## src/rtl/pfi_pkg.sv

```systemverilog
package pfi_pkg;
  localparam int NCLS = 4;
  localparam int CLS_W = $clog2(NCLS);
  typedef enum logic [CLS_W-1:0] {
    CLS_CORR   = 2'd0,
    CLS_DEFER  = 2'd1,
    CLS_RECOV  = 2'd2,
    CLS_UNCONT = 2'd3
  } err_cls_e;
endpackage

```

## src/rtl/pfi_classify.sv

```systemverilog
module pfi_classify
  import pfi_pkg::*;
(
  input  logic            acc_valid,
  input  logic            acc_is_tag,
  input  logic            det_en,
  input  logic            inj_allow,
  input  logic [NCLS-1:0] type_en,
  input  logic            chk_single,
  input  logic            chk_double,
  output logic            real_v,
  output err_cls_e        real_cls,
  output err_cls_e        inj_cls,
  output logic            inj_elig
);
  logic [CLS_W-1:0] pick;
  logic             any_en;

  // highest enabled class code wins
  always_comb begin
    pick   = '0;
    any_en = 1'b0;
    for (int k = 0; k < NCLS; k++) begin
      if (type_en[k]) begin
        pick   = CLS_W'(k);
        any_en = 1'b1;
      end
    end
  end

  assign inj_cls = err_cls_e'(pick);

  always_comb begin
    inj_elig = acc_valid && det_en && inj_allow && any_en;
    if (inj_cls == CLS_DEFER  &&  acc_is_tag) inj_elig = 1'b0;
    if (inj_cls == CLS_UNCONT && !acc_is_tag) inj_elig = 1'b0;
  end

  assign real_v = acc_valid && det_en && (chk_single || chk_double);

  always_comb begin
    if (chk_double) real_cls = acc_is_tag ? CLS_UNCONT : CLS_DEFER;
    else            real_cls = CLS_CORR;
  end
endmodule

```

## src/rtl/pfi_countdown.sv

```systemverilog
module pfi_countdown #(
  parameter int CNT_W = 8
) (
  input  logic             clk,
  input  logic             rst_n,
  input  logic             arm,
  input  logic [CNT_W-1:0] cd_value,
  input  logic             elig,
  output logic             fire,
  output logic             armed
);
  logic [CNT_W-1:0] cnt_q;
  logic             armed_q;
  logic             at_zero;

  assign at_zero = (cnt_q == '0);
  assign fire    = elig && armed_q && at_zero;
  assign armed   = armed_q;

  always_ff @(posedge clk or negedge rst_n) begin
    if (!rst_n) begin
      armed_q <= 1'b0;
      cnt_q   <= '0;
    end else if (arm) begin
      armed_q <= 1'b1;
      cnt_q   <= cd_value;
    end else if (elig && armed_q) begin
      if (at_zero) armed_q <= 1'b0;
      else         cnt_q   <= cnt_q - 1'b1;
    end
  end

  // an eligible armed access with a nonzero count consumes exactly one step
  a_r3_decrement: assert property (@(posedge clk) disable iff (!rst_n)
    (elig && armed_q && !at_zero && !arm) |=> (cnt_q == $past(cnt_q) - 1'b1) && armed_q);

  // firing disarms unless re-armed in the same cycle
  a_r4_one_shot: assert property (@(posedge clk) disable iff (!rst_n)
    (fire && !arm) |=> !armed_q);

  // arm pulse loads the count
  a_r4_arm_load: assert property (@(posedge clk) disable iff (!rst_n)
    arm |=> armed_q && (cnt_q == $past(cd_value)));

  // without eligibility the state holds
  a_r2_hold: assert property (@(posedge clk) disable iff (!rst_n)
    (!elig && !arm) |=> $stable(cnt_q) && $stable(armed_q));
endmodule

```

## src/rtl/pfi_report.sv

```systemverilog
module pfi_report
  import pfi_pkg::*;
(
  input  logic     clk,
  input  logic     rst_n,
  input  logic     real_v,
  input  err_cls_e real_cls,
  input  logic     fire,
  input  err_cls_e inj_cls,
  input  logic     stat_clr,
  output logic     err_valid,
  output err_cls_e err_class,
  output logic     irq,
  output logic     stat_valid,
  output err_cls_e stat_class
);
  logic     rep;
  err_cls_e merged;

  assign rep = real_v || fire;

  always_comb begin
    merged = CLS_CORR;
    if (real_v) merged = real_cls;
    if (fire && (!real_v || inj_cls > real_cls)) merged = inj_cls;
  end

  always_ff @(posedge clk or negedge rst_n) begin
    if (!rst_n) begin
      err_valid  <= 1'b0;
      err_class  <= CLS_CORR;
      irq        <= 1'b0;
      stat_valid <= 1'b0;
      stat_class <= CLS_CORR;
    end else begin
      err_valid <= rep;
      irq       <= rep;
      err_class <= rep ? merged : CLS_CORR;
      if (rep) begin
        stat_valid <= 1'b1;
        stat_class <= merged;
      end else if (stat_clr) begin
        stat_valid <= 1'b0;
      end
    end
  end

  // a real error is never masked and never downgraded
  a_r7_real_kept: assert property (@(posedge clk) disable iff (!rst_n)
    real_v |=> err_valid && irq && (err_class >= $past(real_cls)));

  // an injection is never downgraded
  a_r7_inj_kept: assert property (@(posedge clk) disable iff (!rst_n)
    fire |=> err_valid && (err_class >= $past(inj_cls)));

  // clear without report drops status
  a_r8_clear: assert property (@(posedge clk) disable iff (!rst_n)
    (stat_clr && !rep) |=> !stat_valid);

  // status mirrors each report
  a_r8_track: assert property (@(posedge clk) disable iff (!rst_n)
    err_valid |-> stat_valid && (stat_class == err_class));
endmodule

```

## src/rtl/pfi_unit.sv

```systemverilog
module pfi_unit
  import pfi_pkg::*;
#(
  parameter int CNT_W = 8
) (
  input  logic             clk,
  input  logic             rst_n,
  input  logic             det_en,
  input  logic             inj_allow,
  input  logic [3:0]       type_en,
  input  logic             arm,
  input  logic [CNT_W-1:0] cd_value,
  input  logic             acc_valid,
  input  logic             acc_is_tag,
  input  logic             chk_single,
  input  logic             chk_double,
  input  logic             stat_clr,
  output logic             err_valid,
  output logic [1:0]       err_class,
  output logic             irq,
  output logic             stat_valid,
  output logic [1:0]       stat_class,
  output logic             armed
);
  logic     real_v, inj_elig, fire;
  err_cls_e real_cls, inj_cls, rep_cls, st_cls;

  pfi_classify u_cls (
    .acc_valid(acc_valid), .acc_is_tag(acc_is_tag), .det_en(det_en),
    .inj_allow(inj_allow), .type_en(type_en), .chk_single(chk_single),
    .chk_double(chk_double), .real_v(real_v), .real_cls(real_cls),
    .inj_cls(inj_cls), .inj_elig(inj_elig)
  );

  pfi_countdown #(.CNT_W(CNT_W)) u_cd (
    .clk(clk), .rst_n(rst_n), .arm(arm), .cd_value(cd_value),
    .elig(inj_elig), .fire(fire), .armed(armed)
  );

  pfi_report u_rep (
    .clk(clk), .rst_n(rst_n), .real_v(real_v), .real_cls(real_cls),
    .fire(fire), .inj_cls(inj_cls), .stat_clr(stat_clr),
    .err_valid(err_valid), .err_class(rep_cls), .irq(irq),
    .stat_valid(stat_valid), .stat_class(st_cls)
  );

  assign err_class  = rep_cls;
  assign stat_class = st_cls;

  // report pulses last one cycle unless a new cause is present
  a_r7_pulse: assert property (@(posedge clk) disable iff (!rst_n)
    (!real_v && !fire) |=> !err_valid && !irq && (err_class == 2'd0));

  // injection cannot fire with detection or permission off
  a_r2_gate: assert property (@(posedge clk) disable iff (!rst_n)
    (!det_en || !inj_allow) |-> !fire);
endmodule

```

## config.mk

```make
export PLATFORM = sky130hd
export DESIGN_NAME = pfi_unit
export DESIGN_NICKNAME = d
export VERILOG_FILES = /design/src/rtl/pfi_pkg.sv /design/src/rtl/pfi_classify.sv /design/src/rtl/pfi_countdown.sv /design/src/rtl/pfi_report.sv /design/src/rtl/pfi_unit.sv
export SDC_FILE = /design/constraint.sdc
export NUM_CORES = 1
export LEC_CHECK = 0
export ABC_CLOCK_PERIOD_IN_PS = 2300
export BUFFER_PORTS_ARGS = -buffer_cell sky130_fd_sc_hd__buf_2
export CORE_MARGIN = 8
export CORE_UTILIZATION = 49
export DETAILED_ROUTE_END_ITERATION = 6
export PLACE_DENSITY = 0.77
export SLEW_MARGIN = 5
export SYNTH_ARGS = -nofsm -noshare
export SYNTH_HDL_FRONTEND = slang
export SYNTH_SLANG_ARGS = --single-unit
```

## constraint.sdc

```tcl
create_clock -name clk -period 2.3 [get_ports clk]
set_clock_uncertainty 0.1 [all_clocks]
set_input_delay 0 -clock clk [delete_from_list [all_inputs] [get_ports clk]]
set_output_delay 0 -clock clk [all_outputs]
set_load 0.1 [all_outputs]
```

==> metrics, run 1 <==
EDFF count, synth=0; Fin Setup TNS=0 ns; Distinct cells, synth=40; Initial Util=50.0%; post-synthesis sequential area ratio=39.9%; Buffers on Ports=29; WL/cell=13.0 um; Post-CTS Setup Bufs=0; Peak VDD IR=0.359 mV; simple-gate share of the synthesized area=27.0%; CTS Buf Count=3; clock tree buffer depth=2; Area Growth Syn to Fin=43.5%; CTS tree=built; RePlAce Congestion=0.872; Die ar.=0.00358 mm^2; post-cts gate resize count=0; Post-Syn Area=941 um^2; Slew headroom=67.1%; core box area=0.00188 mm^2; Total Power=0.694 mW; Non-Filler Instances=184; fin util=71.7%; DRT Pass-1 Iters=4; largest net degree at the start of global routing=21; vias in the first global route=882; Synth Area in Compound Gates=16.2%; Arrival @ worst endpoint=2.26 ns; Post-Synth Adder-Cell Area=3.99%; net count reported at finish=183; Tightest Pin Transition=0.497 ns; number of diodes=0; # fillers=161; post-synthesis register bit count=15; mux share of post-synthesis cell area=2.13%; fin crit share=92.6%; Clock H-tree levels=1; Required @ worst endpoint=2.43 ns; Fin Hold WS=0.0173 ns; RSZ-0062 raised after global routing=no; Synth Area in XOR/XNOR=4.65%; FF/Latch Area=377 um^2; drt drc=0; largest family of logic cells by synthesized area=simple AND/OR/NAND/NOR gates; DPL Wire Length=1680 um; CTS Sinks=15; Die Y=59.8 um; crit-path max FO=8; power per cell area=514 mW/mm^2; IO Pins=30; number of antenna violations at the first check in global routing=0; status=complete, no violations; DR vias=940; row count=16; All-Layer GR Usage=14.1%; grt ovf=0; Vias per Instance=5.11; Worst-path clk slew=0.09 ns; Post-Syn Instances=105; critical path class=register to register; Worst Setup End Kind=register; Max Freq=0.469 GHz; Root Driver=clkbuf_4; placed cell count=159; global-route wire length before repair=3780 um; DRT antenna net count=0; Max-cap violations=0; Initial DRC Count=35; syn_nets=130; Tmin final=2.13 ns; commonest register cell after synthesis=dfrtp_1; share of layout cells above drive strength 1=26.8%; Clk Latency, worst-skew pair=0.30 ns; Async SR Flop Fraction=100%; Die Wd=59.8 um; Synth Warn #=0; Syn Area/Cell=8.96 um^2; Final Hold Fails=0; Lkg Pwr=0.611 nW; fin. max-slew vios=0; CP Launch Type=register; endpoints failing setup=0; drt total wl=2400 um; worst hold path type=input pin to async pin; area of the multi-input gates=508 um^2
registers in the layout (all words and copies together) (netlist names):
| signal | cells |
|---|---|
| u_cd.armed | 1 |
| u_cd.cnt_q | 8 |
| u_rep.err_class | 2 |
| u_rep.err_valid | 1 |
| u_rep.stat_class | 2 |
| u_rep.stat_valid | 1 |
path summary, 6_finish.rpt:
path	start	to	slack [ns]	cells past startpoint
min in group clk	arm	u_cd.cnt_q[5]$_DFFE_PN0P_	0.02	2
max	u_cd.cnt_q[3]$_DFFE_PN0P_	u_rep.err_class[1]$_DFF_PN0_	0.17	5
min	rst_n	u_cd.cnt_q[0]$_DFFE_PN0P_	0.02	2
max reg2reg	u_cd.cnt_q[3]$_DFFE_PN0P_	u_rep.err_class[1]$_DFF_PN0_	0.17	5
max in group asynchronous	rst_n	u_cd.armed$_DFFE_PN0P_	1.79	2
min reg2reg	u_cd.armed$_DFFE_PN0P_	u_cd.armed$_DFFE_PN0P_	0.41	1
critical path, cell delays in order (launching register included):
cell     delay (ns)
dfrtp_1        0.42
nor4_2         0.35
and3_1         0.30
or3b_1         0.51
nor2_4         0.19
mux2i_1        0.20
metal layers:
layer	GRT usage, %	wire length (um)
met1	14.8	942
met4	6.12	42
met2	25.1	1280
met3	4.52	131
met5	0	0
cell usage after synthesis, drive strengths merged, types with 2 or more instances:
cell     n  area [um^2]
inv      7         26.3
nand2   12         45.0
mux2i    2         20.0
nor3     3         15.0
o21a     2         15.0
nand4    2         12.5
buf      3         23.8
clkbuf   2         7.51
nand3    4         20.0
o21ai    6         30.0
ha       3         37.5
nand3b   2         15.0
and2     2         12.5
xnor2    5         43.8
nor2    10         45.0
a21o     2         16.3
nand2b   3         18.8
dfrtp   15          375
a221o    2         20.0
nor4     4         31.3
area by class of cell:
type	count	area share, %
sequential	15	27.9
inverter	7	1.95
timing repair buffer	53	28.0
tap	27	2.50
clock buffer	3	1.67
clock inverter	1	0.371
multi-input combinational	78	37.6
metrics by stage:
stage                     setup WS, ns  instance area (um^2)
after floorplan                  0.192                   942
after global placement           0.258                  1110
after detailed placement         0.175                  1110
after CTS                        0.154                  1350
after global routing            0.0296                  1350
final                            0.170                  1350
layout by cell type, fill, tap and decap left out, types with 3 or more instances in the layout:
master,instances
o21ai_0,5
nor3_1,3
nor4_1,3
buf_4,3
buf_2,29
clkbuf_4,3
inv_1,7
dfrtp_1,14
xnor2_1,5
ha_1,3
dlygate4sd3_1,21
nand2b_1,3
nand3_1,4
nor2_1,9
nand2_1,12
repair_timing:
item / 4_1_cts / 5_1_grt
setup endpoints to repair: 0 / 0
hold buffers: 21 / 0
endpoints found under the hold margin: 27 / 0
power by group:
part	leakage [nW]	internal, mW	switching (mW)
logic	0.410	0.0856	0.148
clock network	0.0177	0.0649	0.0907
registers	0.183	0.286	0.0183
total	0.611	0.437	0.257
logic make-up after synthesis:
logic type                 after synthesis
and+or+nand+nor                         47
AOI/OAI and AO/OA                       21
DFF                                     15
buffers and inverters                   12
xor gates and xnor gates                 5
adders and majority gates                3
muxes                                    2
Note: power is estimated with default switching activity, not from simulation.
==> run 2: changes to the inputs <==
--- a/config.mk
+++ b/config.mk
@@ -6,12 +6,13 @@
 export NUM_CORES = 1
 export LEC_CHECK = 0
 export ABC_CLOCK_PERIOD_IN_PS = 2300
-export BUFFER_PORTS_ARGS = -buffer_cell sky130_fd_sc_hd__buf_2
+export CORE_ASPECT_RATIO = 1.5
 export CORE_MARGIN = 8
-export CORE_UTILIZATION = 49
+export CORE_UTILIZATION = 34
 export DETAILED_ROUTE_END_ITERATION = 6
-export PLACE_DENSITY = 0.77
+export DONT_BUFFER_PORTS = 1
 export SLEW_MARGIN = 5
 export SYNTH_ARGS = -nofsm -noshare
 export SYNTH_HDL_FRONTEND = slang
+export SYNTH_HIERARCHICAL = 1
 export SYNTH_SLANG_ARGS = --single-unit
==> run 2 against run 1 <==
Net effect:
- sequential share of layout area grew 2.0 points
- final area shrank 6.7%
- sequential power grew 9.8%
- core utilization shrank 28 points
- wire length grew 14%
- hold slack lost 0.0046 ns
- critical endpoint is now u_rep/stat_class[1]$_DFFE_PN0P_
==> metrics, run 2 <==
slowest stage delay, CP=0.41 ns (-0.10 ns); grt ovf=0 (unchanged); Flop pwr share=44.1% (+0.2 points); WL/cell=16.0 um (+22%); Die Y=83.1 um (+39%); Async SR Flop Fraction=100% (unchanged); row count=24 (+8); Clock power frac=29.1% (+6.7 points); reg2reg path depth=9 (+4); Buffers on Ports=0 (-100%); global-route wire length before repair=4590 um (+21%); Crit-path slowest cell=dfrtp_1; Yosys top cell by area=dfrtp_1; post-synthesis sequential area ratio=36.8% (-3.1 points); critical path class=register to register; Peak VDD IR=0.201 mV (-44%); top flop regs=u_cd/cnt_q: 8 flops, u_rep/err_class: 2 flops, u_rep/stat_class: 2 flops; EDFF count, synth=0 (unchanged); Post-Syn Instances=114 (+8.6%); Critical Path, Cell by Cell=inv_1, ha_1, nor3b_1, nand2_1, nor2_2, nand2_1, o21ai_0, o22ai_1, a31oi_1; Max-cap violations=0 (unchanged); Root Driver=clkbuf_8; Critical path origin=u_cd/cnt_q[1]$_DFFE_PN0P_; Syn Area/Cell=8.94 um^2 (-0.18%); Required @ worst endpoint=2.38 ns (-0.05 ns); fin crit share=87.0% (-5.6 points); net count reported at finish=159 (-13%); GR Layer Usage met2=19.2% (-5.8 points); Worst-path clk slew=0.06 ns (-0.03 ns); Initial DRC Count=44 (+26%); switching share of power=36.4% (-0.72 points); GR Layer Usage met1=12.9% (-1.9 points); DR vias=940 (unchanged); Area Growth Syn to Fin=23.6%; Final Hold Fails=0 (unchanged); most used cell, CP=nand2_1; worst hold path type=input pin to register; R2R Setup Slk=0.30 ns (+0.13 ns); IO Pins=30 (unchanged); commonest non-fill, non-tap cell in the layout=dfrtp_1; RSZ-0062 raised after global routing=no; Setup WS pre-CTS=0.242 ns (+0.0674 ns); largest net degree at the start of global routing=16 (-24%); Synth Warn #=6 (+6); Clock H-tree levels=1 (unchanged); core box area=0.00288 mm^2 (+53%); Tmin final=2.00 ns (-0.128 ns); sw power=0.277 mW (+7.5%); count leader, synth=dfrtp_1; setup ws final=0.298 ns (+0.128 ns); Slew headroom=37.7% (-29 points); Worst Setup End Kind=register; vias in the first global route=991 (+12%); Comb pwr share=26.9% (-6.8 points); # fillers=302 (+88%); RR Endpoint=u_rep/stat_class[1]$_DFFE_PN0P_; CTS Sinks=15 (unchanged); Int Pwr=0.484 mW (+11%); Fin Setup TNS=0 ns (unchanged); GRT met3 Usage=3.09% (-1.4 points); leading cell types by count after synthesis=dfrtp_1 (15), inv_1 (12), nand2_1 (9), nand3_1 (7), o21ai_0 (7); DPL Wire Length=2030 um (+21%); share of layout cells above drive strength 1=15.9% (-11 points); Clk Latency, worst-skew pair=0.26 ns (-0.04 ns); post-synthesis register bit count=15 (unchanged); endpoints failing setup=0 (unchanged); Distinct cells, synth=42 (+5.0%); crit-path max FO=6 (-2); Reg with most FFs=u_cd/cnt_q; commonest register cell after synthesis=dfrtp_1; Arrival @ worst endpoint=2.08 ns (-0.18 ns); Die Wd=60.7 um (+1.5%); post-synth top area share=36.8% (-3.1 points); power per cell area=604 mW/mm^2 (+17%); RePlAce Congestion=0.824 (-5.4%); All-Layer GR Usage=11.5% (-2.6 points); fin. max-slew vios=0 (unchanged); Initial Util=35.4% (-15 points); syn_nets=140 (+7.7%); most frequent cells in the layout=dfrtp_1 (14), dlygate4sd3_1 (13), inv_1 (12); drt drc=0 (unchanged); drt total wl=2730 um (+14%); Die ar.=0.00504 mm^2 (+41%); CTS Buf Count=3 (unchanged); Total Power=0.761 mW (+9.6%); Critical Path End=u_rep/stat_class[1]$_DFFE_PN0P_; max FFs per register=8 (unchanged); FF-to-FF Start=u_cd/cnt_q[1]$_DFFE_PN0P_; Post-Syn Area=0.00102 mm^2 (+8.4%); GRT Max-Usage Layer=met2; Max Freq=0.499 GHz (+6.4%); status=complete, no violations; number of diodes=0 (unchanged); clock tree buffer depth=2 (unchanged); synth top area cells=dfrtp_1 (37%), ha_1 (4.9%), inv_1 (4.4%); Vias per Instance=5.50 (+7.6%); CP Launch Type=register; DRT Pass-1 Iters=4 (unchanged); Lkg Pwr=0.539 nW (-12%); Tightest Pin Transition=0.938 ns (+0.441 ns); DRT antenna net count=0 (unchanged); CTS tree=built; number of antenna violations at the first check in global routing=0 (unchanged)
[run 2: changes by cell type in the layout (fill, tap and decap cells not counted), sizes merged, moves of 3 or more]
| cell | previous run | this run |
|---|---|---|
| a31oi | 1 | 4 |
| inv | 7 | 12 |
| xnor2 | 5 | 0 |
| a21oi | 1 | 4 |
| or4 | 0 | 3 |
| nand3 | 4 | 7 |
| nand2 | 12 | 9 |
| nor4 | 4 | 1 |
| buf | 32 | 7 |
| dlygate4sd3 | 21 | 13 |
| nor2b | 0 | 3 |
| nor2 | 10 | 5 |
[run 2: critical path: cells and delay by family (launching register included)]
family                     cells  cell delay, ns
DFF                            1            0.41
and+or+nand+nor                4            0.73
adders and majority gates      1            0.19
AOI/OAI and AO/OA              3            0.38
buffers and inverters          1            0.11
[run 2: kinds of logic (layout without fill, tap and decap cells)]
family          count (synthesis)  after routing  synth area share (%)
flops                          15             15                  36.8
buf+inv                        18             36                  8.47
compound gates                 37             37                  27.4
fa+ha+maj                       4              4                  4.91
simple gates                   40             40                  22.5
[run 2: worst min path at each step]
| stage | startpoint | slack [ns] | end | cells after the start |
|---|---|---|---|---|
| 4_1_cts | acc_valid | 0.01 | u_rep/stat_class[1]$_DFFE_PN0P_ | 2 |
| 5_1_grt | acc_valid | 0.04 | u_rep/stat_class[0]$_DFFE_PN0P_ | 2 |
| 2_1_floorplan | rst_n | -0.40 | u_cd/armed$_DFFE_PN0P_ | 0 |
| 3_3_place_gp | rst_n | -0.40 | u_cd/cnt_q[7]$_DFFE_PN0P_ | 0 |
| 3_5_place_dp | rst_n | -0.39 | u_cd/cnt_q[7]$_DFFE_PN0P_ | 0 |
| 6_report | acc_valid | 0.01 | u_rep/stat_class[0]$_DFFE_PN0P_ | 2 |
[run 2: layer usage]
metal / wire length, um / vias up / part of all wire [%]
met3: 247 / 5 / 9.1
met4: 46 / 0 / 1.7
met2: 1340 / 51 / 49
met5: 0 / - / 0
met1: 1100 / 428 / 40
li1: - / 456 / -
[run 2: cell type report]
| cell class | instances | area, um^2 | share of cell area (%) |
|---|---|---|---|
| multi-input combinational | 81 | 561 | 44.5 |
| inverter | 12 | 45.0 | 3.57 |
| tap | 39 | 48.8 | 3.87 |
| clock inverter | 1 | 5.00 | 0.397 |
| clock buffer | 3 | 41.3 | 3.28 |
| sequential | 15 | 377 | 29.9 |
| timing repair buffer | 20 | 183 | 14.5 |
[run 2: power by group through the flow]
stage | logic, mW | registers [mW] | clock network [mW]
final | 0.204 | 0.335 | 0.221
after floorplan | 0.114 | 0.375 | 0
after CTS | 0.204 | 0.335 | 0.223
after global routing | 0.224 | 0.340 | 0.235
after detailed placement | 0.176 | 0.340 | 0
after global placement | 0.174 | 0.339 | 0
[run 2: per-stage QoR]
stage,utilization (%),instances,hold WS [ns],cell area (um^2)
2_1_floorplan,-,114,-0.396,1020
3_3_place_gp,37.5,154,-0.395,1080
3_5_place_dp,37.5,154,-0.395,1080
4_1_cts,43.6,171,0.0149,1260
5_1_grt,43.7,171,0.0390,1260
6_report,43.7,171,0.0127,1260
[run 2: timing repair]
item | in CTS | in global routing
resized for setup | 0 | 1
buffers inserted | 0 | 0
hold endpoints to repair | 29 | 0
hold buffers | 13 | 0
setup endpoints to repair | 0 | 1
==> run 3: changes to the inputs <==
--- a/config.mk
+++ b/config.mk
@@ -5,7 +5,7 @@
 export SDC_FILE = /design/constraint.sdc
 export NUM_CORES = 1
 export LEC_CHECK = 0
-export ABC_CLOCK_PERIOD_IN_PS = 2300
+export ABC_CLOCK_PERIOD_IN_PS = 1600
 export CORE_ASPECT_RATIO = 1.5
 export CORE_MARGIN = 8
 export CORE_UTILIZATION = 34
==> constraint.sdc (replaced) <==
create_clock -name clk -period 1.6 [get_ports clk]
set_clock_uncertainty 0.1 [all_clocks]
set_input_delay 0 -clock clk [delete_from_list [all_inputs] [get_ports clk]]
set_output_delay 0 -clock clk [all_outputs]
set_load 0.1 [all_outputs]
==> run 3 against run 2 <==
Net effect:
- the flow now finishes with violations (negative setup slack)
- core utilization grew 13 points
- register-to-register slack lost 0.59 ns
- worst setup slack lost 0.59 ns
- critical path depth shrank 6
- wire length grew 27%
- combinational power grew 130%
- die area is the same
- maximum frequency grew 5.9%
- critical endpoint is now u_cd/cnt_q[7]$_DFFE_PN0P_
==> metrics, run 3 (synthesis gave the netlist of run 2 again) <==
fin. max-slew vios=0 (unchanged); grt ovf=0 (unchanged); Initial DRC Count=72 (+64%); DPL Wire Length=2250 um (+11%); fin crit share=118% (+31 points); RePlAce Congestion=0.893 (+8.3%); Clk Latency, worst-skew pair=0.25 ns (about the same); clock tree buffer depth=2 (unchanged); setup ws final=-0.291 ns (-0.589 ns); number of diodes=0 (unchanged); DR vias=1096 (+17%); share of layout cells above drive strength 1=39.9% (+24 points); most frequent cells in the layout=buf_4 (25), dlygate4sd3_1 (14), dfrtp_1 (13); Slew headroom=53.0% (+15 points); CP Launch Type=register; Tmin final=1.89 ns (-0.111 ns); failing checks=negative setup slack; Root Driver=clkbuf_8; commonest non-fill, non-tap cell in the layout=buf_4; CTS tree=built; Worst-path clk slew=0.06 ns (about the same); max FFs per register=8 (unchanged); WL/cell=17.5 um (+10%); top flop regs=u_cd/cnt_q: 8 flops, u_rep/err_class: 2 flops, u_rep/stat_class: 2 flops; Die ar.=0.00504 mm^2 (unchanged); Buffers on Ports=0 (unchanged); RSZ-0062 raised after global routing=yes; Worst Setup End Kind=register; Clock H-tree levels=1 (unchanged); CTS Buf Count=3 (unchanged); CTS Sinks=15 (unchanged); slowest stage delay, CP=0.58 ns (+0.17 ns); status=complete, but fails checks; Max Freq=0.529 GHz (+5.9%); number of antenna violations at the first check in global routing=0 (unchanged); drt drc=0 (unchanged); net count reported at finish=185 (+16%); Arrival @ worst endpoint=1.91 ns (-0.17 ns); Initial Util=35.4% (unchanged); Final Hold Fails=0 (unchanged); core box area=0.00288 mm^2 (unchanged); fin util=56.4% (+13 points); Die Wd=60.7 um (unchanged); power per cell area=755 mW/mm^2 (+25%); Critical Path, Cell by Cell=or4_4, o41ai_1, a2bb2oi_1; row count=24 (unchanged); Die Y=83.1 um (unchanged); vias in the first global route=1166 (+18%); DRT antenna net count=0 (unchanged); endpoints failing setup=8 (+8); Crit-path slowest cell=or4_4; Tightest Pin Transition=0.703 ns (-0.234 ns); Reg with most FFs=u_cd/cnt_q; Lkg Pwr=0.709 nW (+32%); global-route wire length before repair=5060 um (+10%); Peak VDD IR=0.429 mV (+110%); DRT Pass-1 Iters=6 (+2); IO Pins=30 (unchanged); critical path class=register to register; Required @ worst endpoint=1.62 ns (-0.76 ns); Fin Hold WS=0.0264 ns (+0.0137 ns); drt total wl=3460 um (+27%); Setup WS pre-CTS=-0.120 ns (-0.362 ns); Vias per Instance=5.56 (+1.2%); Area Growth Syn to Fin=59.5%; Max-cap violations=0 (unchanged); worst hold path type=input pin to register; crit-path max FO=4 (-2); All-Layer GR Usage=12.8% (+1.3 points); largest net degree at the start of global routing=16 (unchanged)
-- run 3: cell type report --
type,instances,area [um^2]
fillers,261,1260
multi-input cells,81,691
repair buffers,46,415
flip-flops and latches,15,380
well taps,39,48.8
inverters,12,45.0
clock buffers,3,41.3
clock inverters,1,5.00
-- run 3: where the power goes --
group	switching, mW	leakage (nW)	internal [mW]	total (mW)
logic	0.278	0.507	0.197	0.475
registers	0.0288	0.176	0.414	0.442
clock network	0.138	0.0255	0.173	0.310
total	0.444	0.709	0.783	1.23
-- run 3: worst paths after layout --
path / start / cells past startpoint / slack [ns] / endpoint
max: u_cd/cnt_q[3]$_DFFE_PN0P_ / 3 / -0.29 / u_cd/cnt_q[7]$_DFFE_PN0P_
min: acc_valid / 3 / 0.03 / u_rep/err_class[1]$_DFF_PN0_
max reg2reg: u_cd/cnt_q[3]$_DFFE_PN0P_ / 3 / -0.29 / u_cd/cnt_q[7]$_DFFE_PN0P_
min reg2reg: u_rep/stat_valid$_DFFE_PN0P_ / 1 / 0.39 / u_rep/stat_valid$_DFFE_PN0P_
max in group asynchronous: rst_n / 1 / 0.74 / u_cd/armed$_DFFE_PN0P_
min in group asynchronous: rst_n / 1 / 0.14 / u_cd/cnt_q[0]$_DFFE_PN0P_
-- run 3: routing by layer --
metal	track usage (%)	vias up	wire [um]
li1	-	507	-
met1	12.6	527	1220
met2	23.2	51	1880
met3	2.47	11	227
met4	6.82	0	131
met5	0	-	0
-- run 3: per-stage QoR --
stage | TNS, ns | total power, mW | std cells | cell area [um^2]
6_report | -0.996 | 1.23 | 197 | 1630
5_1_grt | -1.50 | 1.29 | 197 | 1630
4_1_cts | -0.523 | 1.19 | 192 | 1510
3_5_place_dp | -0.613 | 0.816 | 173 | 1270
3_3_place_gp | -0.314 | 0.810 | 173 | 1270
2_1_floorplan | -0.954 | 0.715 | 114 | 1050
-- run 3: what timing repair did --
action | in CTS | in global routing
setup endpoints to repair | 10 | 11
hold buffers | 14 | 0
endpoints found under the hold margin | 29 | 0
gates resized for setup | 13 | 14
cloned | 0 | 0
pin swaps | 4 | 7
buffers inserted | 1 | 5
-- run 3: critical path: cells and delay by family, from the launching register on --
kind	cells	cell delay, ns
AOI/OAI and AO/OA	2	0.68
and+or+nand+nor	1	0.58
DFF	1	0.39
